`src/rtl/mal_pkg.sv`:
```
package mal_pkg;
  typedef struct packed {
    logic load;   // store the bus on this edge
    logic selOn;  // chip selects may assert
  } malCtl_t;
endpackage

```
`src/rtl/mal_ctl.sv`:
```
module mal_ctl
  import mal_pkg::*;
#(
  parameter bit STROBE_GATE = 1'b1
) (
  input  logic    latchEn,
  input  logic    chipEn,
  input  logic    rdStb,
  input  logic    wrStb,
  output malCtl_t ctl
);
  logic strobeOk;

  generate
    if (STROBE_GATE) begin : gStrobe
      assign strobeOk = rdStb | wrStb;
    end else begin : gNoStrobe
      logic unusedStrobes;
      assign unusedStrobes = rdStb ^ wrStb;
      assign strobeOk = 1'b1;
    end
  endgenerate

  always_comb begin
    ctl.load  = latchEn;
    ctl.selOn = chipEn & strobeOk;
  end
endmodule

```
`src/rtl/mal_dp.sv`:
```
module mal_dp
  import mal_pkg::*;
#(
  parameter int PASS_W = 4,
  parameter int SEL_W  = 2,
  localparam int NUM_CS = 1 << SEL_W,
  localparam int TOT_W  = PASS_W + SEL_W
) (
  input  logic              clk,
  input  logic              rstN,
  input  logic [TOT_W-1:0]  addrIn,
  input  malCtl_t           ctl,
  output logic [PASS_W-1:0] highAddr,
  output logic [NUM_CS-1:0] csN
);
  logic [TOT_W-1:0] heldQ;
  logic [SEL_W-1:0] selQ;

  always_ff @(posedge clk or negedge rstN) begin
    if (!rstN) begin
      heldQ <= '0;
    end else if (ctl.load) begin
      heldQ <= addrIn;
    end
  end

  assign highAddr = heldQ[PASS_W-1:0];
  assign selQ     = heldQ[TOT_W-1:PASS_W];

  generate
    for (genvar i = 0; i < NUM_CS; i++) begin : gDec
      assign csN[i] = ~(ctl.selOn && (selQ == SEL_W'(i)));
    end
  endgenerate
endmodule

```
`src/rtl/mux_addr_latch_dec.sv`:
```
module mux_addr_latch_dec
  import mal_pkg::*;
#(
  parameter int PASS_W      = 4,
  parameter int SEL_W       = 2,
  parameter bit STROBE_GATE = 1'b1,
  localparam int NUM_CS = 1 << SEL_W,
  localparam int TOT_W  = PASS_W + SEL_W
) (
  input  logic              clk,
  input  logic              rstN,
  input  logic [TOT_W-1:0]  addrIn,
  input  logic              latchEn,
  input  logic              chipEn,
  input  logic              rdStb,
  input  logic              wrStb,
  output logic [PASS_W-1:0] highAddr,
  output logic [NUM_CS-1:0] csN
);
  malCtl_t ctl;

  mal_ctl #(.STROBE_GATE(STROBE_GATE)) u_ctl (
    .latchEn(latchEn),
    .chipEn (chipEn),
    .rdStb  (rdStb),
    .wrStb  (wrStb),
    .ctl    (ctl)
  );

  mal_dp #(.PASS_W(PASS_W), .SEL_W(SEL_W)) u_dp (
    .clk     (clk),
    .rstN    (rstN),
    .addrIn  (addrIn),
    .ctl     (ctl),
    .highAddr(highAddr),
    .csN     (csN)
  );
endmodule

```
`config.mk`:
```
export PLATFORM = sky130hd
export DESIGN_NAME = mux_addr_latch_dec
export DESIGN_NICKNAME = d
export VERILOG_FILES = /design/src/rtl/mal_pkg.sv /design/src/rtl/mal_ctl.sv /design/src/rtl/mal_dp.sv /design/src/rtl/mux_addr_latch_dec.sv
export SDC_FILE = /design/constraint.sdc
export NUM_CORES = 1
export LEC_CHECK = 0
export BUFFER_PORTS_ARGS = -buffer_cell sky130_fd_sc_hd__buf_4
export CORE_AREA = 2 2 39 41
export CTS_CLUSTER_SIZE = 28
export DETAILED_ROUTE_END_ITERATION = 16
export DIE_AREA = 0 0 41 43
export PLACE_DENSITY = 0.57
export SYNTH_ARGS = -nofsm -noshare
export SYNTH_HDL_FRONTEND = slang
export SYNTH_SLANG_ARGS = --single-unit
```
`constraint.sdc`:
```
create_clock -name clk -period 0.9 [get_ports clk]
set_input_delay 0.09 -clock clk [delete_from_list [all_inputs] [get_ports clk]]
set_output_delay 0.09 -clock clk [all_outputs]
set_load 0.02 [all_outputs]
```
**Word level (Yosys, flattened, before mapping)**

Cells that the tools add are included.

- Bits in registers: 6
- Input bits: 12
- Output and inout port bits: 8
- Word-level logic and storage cells: 15

- Equality and inequality tests: 3
- Bitwise operators: 6
- Reduce and logical (&&, ||, !) cells: 5

Operator list:

| cell | count |
|---|---|
| 2-bit equality test, second input constant | 2 |
| 1-bit logical AND | 4 |
| 1-bit inverter | 4 |
| 2-bit by 1-bit equality test with 1-bit output, second input constant | 1 |
| 2-bit logical NOT | 1 |
| 1-bit AND | 1 |
| 1-bit bitwise OR | 1 |

**Logic depth before layout (Yosys ltp)**

- Depth in word-level cells: 4
- Depth in mapped cells: 3
- Gate-level depth less buffers: 2

**Modules after synthesis**

A second synthesis with hierarchy kept.

- Cells, all modules: 23
- Area total of the unflattened synthesis: 325.3 um^2

Modules (own cells, without submodules):

| module | instances | cells an instance | area each (um^2) |
|---|---|---|---|
| mal_dp | 1 | 21 | 310.3 |
| mal_ctl | 1 | 2 | 15.0 |

**Worst setup path before layout**

Ideal clock, no wire load.

- Kind: reg2out
- Start point: register u_dp.heldQ[5]
- End point: output port csN[2]
- Arrival: 0.834 ns
- Slack: -0.024 ns
- Stages on the path, launching flop included: 3
- Path through: dfrtp_1 -> inv_1 -> or3_1

- Cells in the longest elaborated chain, start to end: 3

RTL lines:

| item | RTL line | text |
|---|---|---|
| from (decl) | mal_dp.sv:16 | `logic [TOT_W-1:0] heldQ;` |
| from (signal assigned) | mal_dp.sv:23 | `heldQ <= addrIn;` |
| 2-bit equality test | mal_dp.sv:32 | `assign csN[i] = ~(ctl.selOn && (selQ == SEL_W'(i)));` |
| 1-bit logical AND | mal_dp.sv:32 |  |
| 1-bit inverter | mal_dp.sv:32 |  |
| to (decl) | mux_addr_latch_dec.sv:18 | `output logic [NUM_CS-1:0] csN` |

Every way passes these cells.

**Worst setup path after layout**

- Start point: register u_dp.heldQ[5]
- End point: output port csN[3]

The elaborated chain is that of the path after synthesis.

==> impl_metrics.ini <==
[synth]
synth.mux.area_fraction_pct = 15.5
yosys.area.top_type = dfrtp_1
yosysSeqAreaShare_pct = 51.5
synth_top_area_share_pct = 51.5
syn_nets = 38
yosysUniqueCellTypes = 9
synthCells = 26
synth-simple-area-share_pct = 11.2
synthTopCellsByArea = dfrtp_1 52%, mux2_2 15%, buf_4 10%, or3_1 8.6%, buf_6 3.9%
syn_area_per_cell_um2 = 11.2
synth_top_family_by_area = buffers and inverters
synth_xor_area_share_pct = 0
yosys_warnings = 0
synthAdderAreaFrac_pct = 0
yosys_register_bits = 6
synth_compound_area_share_pct = 5.15
netlist_area_um2 = 292

[critical_path]
r2r_slack_ps = 60
critPathLaunchType = flop
slowest_stage = or3_1
critPathCapture = csN[3]
r2r_cells = 4
cp-end-kind = output pin
worstReg2RegEnd = u_dp.heldQ[4]
arrival_ps = 1160
r2r-start = u_dp.heldQ[4]
cp_max_fo = 3
crit_chain = inv_2 -> or3_1 -> buf_6
critical_path_class = flop to output pin
required_ps = 810
critPathLaunch = u_dp.heldQ[5]
max_stage_delay_ps = 370

[layout]
area_growth_pct = 70.0
num_antenna_cells = 0
final_cell_mix = 19 x buf_4, 6 x dfrtp_1, 4 x mux2_2, 4 x buf_6
regMostFlops = u_dp.heldQ
instances_no_fill = 64
drive_gt1_share_pct = 68.8
reg_top3 = u_dp.heldQ: 6 flops
fin_nets = 62
layout_commonest_cell = buf_4
largest_register_ffs = 6

[sta]
fin_hold_ws_ps = 60.6
worst_pin_slew_ps = 216
period_share_pct = 139
slew_violations = 0
setup_viol = 4
rsz0062_at_grt = yes
slew_headroom_pct = 85.5
setup_ws_ps = -349
fin_skew_ps = 0
min_period_ps = 1250
fmax_ghz = 0.801
final-hold-violation-count = 0

[placed_design]
place.gp.congestion = 0.485
io_buffer_count = 19
dp_slack_ps = -119
place_inst = 58

[global_routing]
antenna_found_initial = 0
gr-total-overflow = 0
grt_pass1_wl_um = 924
grt_max_degree = 9
grt_pass1_vias = 248
track_usage_pct = 8.41

[detailed_routing]
first_pass_iters = 2
wl_per_cell_um = 9.52
drc = 0
met2_length_um = 338
antenna_left = 0
drt_iter0_drc = 3
via_count = 259
viasPerCell = 4.05
route.top_layer_used = met3
met1_length_um = 208
drt_wl_total_um = 609
met3WireLength_um = 62

[floorplan]
die_h_um = 43
num_rows = 14
die_x_um = 41
fp.coreArea_um2 = 1380
die_area_um2 = 1760
start_util_pct = 21.1
io_pins = 20

[clock_tree]
cts_tree = done
clk_pin_slew_worst_paths_ps = 40
cts_max_level = 1
cts.sinks = 6
cts_buffers = 3
clock_path_buffers = 2
clk_latency_ps = 240
cts-root-buf = clkbuf_4

[pwr]
leakagePower_uw = 0.000241
pwr_density_cell_nw_per_um2 = 1530
ir_drop_v = 0.000604

[hold_path]
min_path_type = input pin to flop
worstHoldStart = addrIn[4]

[outcome]
status = finished with violations
violations = negative setup slack

[job]
cap_violations = 0
per-layer routing:
layer / global-route usage (%) / up-vias
li1: - / 130
met5: 0 / -
met4: 6.00 / 0
met3: 4.71 / 0
met1: 6.95 / 118
met2: 13.8 / 11
power breakdown:
| group | internal [µW] | switching [µW] |
|---|---|---|
| sequential | 297 | 14.7 |
| clock | 151 | 95.5 |
| combinational | 118 | 82.6 |
cell type report:
cell class | instances | area (µm²)
Inverter | 2 | 7.51
Sequential cell | 6 | 150
Fill cell | 151 | 888
Timing Repair Buffer | 24 | 198
Multi-Input combinational cell | 13 | 97.6
Tap cell | 16 | 20.0
Clock buffer | 3 | 22.5
kinds of logic (layout without fill, tap and decap cells):
group                  count (synthesis)  in the layout
AO/OA/AOI/OAI                          3              3
buffers and inverters                  7             29
flip-flops                             6              6
multiplexers                           4              4
AND/OR/NAND/NOR                        6              6
worst max-delay path: cells and delay by family, from the launching register on:
family	cells	cell delay, ps
buffers and inverters	2	190
flip-flops	1	360
AND/OR/NAND/NOR	1	370
worst min-delay path by stage:
stage                               end  slack (ps)  cells after the start
after global placement    u_dp.heldQ[2]        -100                      1
after floorplan           u_dp.heldQ[0]        -210                      0
after global routing      u_dp.heldQ[4]          70                      3
after detailed placement  u_dp.heldQ[2]        -100                      1
after CTS                 u_dp.heldQ[4]          50                      3
final                     u_dp.heldQ[4]          60                      3
repair_timing:
item	CTS	global route
hold buffers	1	0
resized for setup	5	4
pin swaps	3	2
gates cloned	0	0
setup endpoints to repair	4	4
hold endpoints to repair	6	0
setup buffers	1	1
synth_stat cells:
master and n:
buf_4 4, buf_6 1, dfrtp_1 6, inv_1 2
mux2_2 4, nand2_1 2, o21ai_0 2, o21ai_1 1
or3_1 4
metrics by stage:
step	power (µW)	setup TNS [ps]	util [%]	instance area, µm²
3_5_place_dp	490	-383	30.9	428
5_1_grt	804	-1540	35.8	495
3_3_place_gp	487	-324	30.9	428
4_1_cts	765	-1420	34.9	483
6_report	758	-1380	35.8	495
2_1_floorplan	418	-70.2	-	292
(Power assumes the default switching activity.)
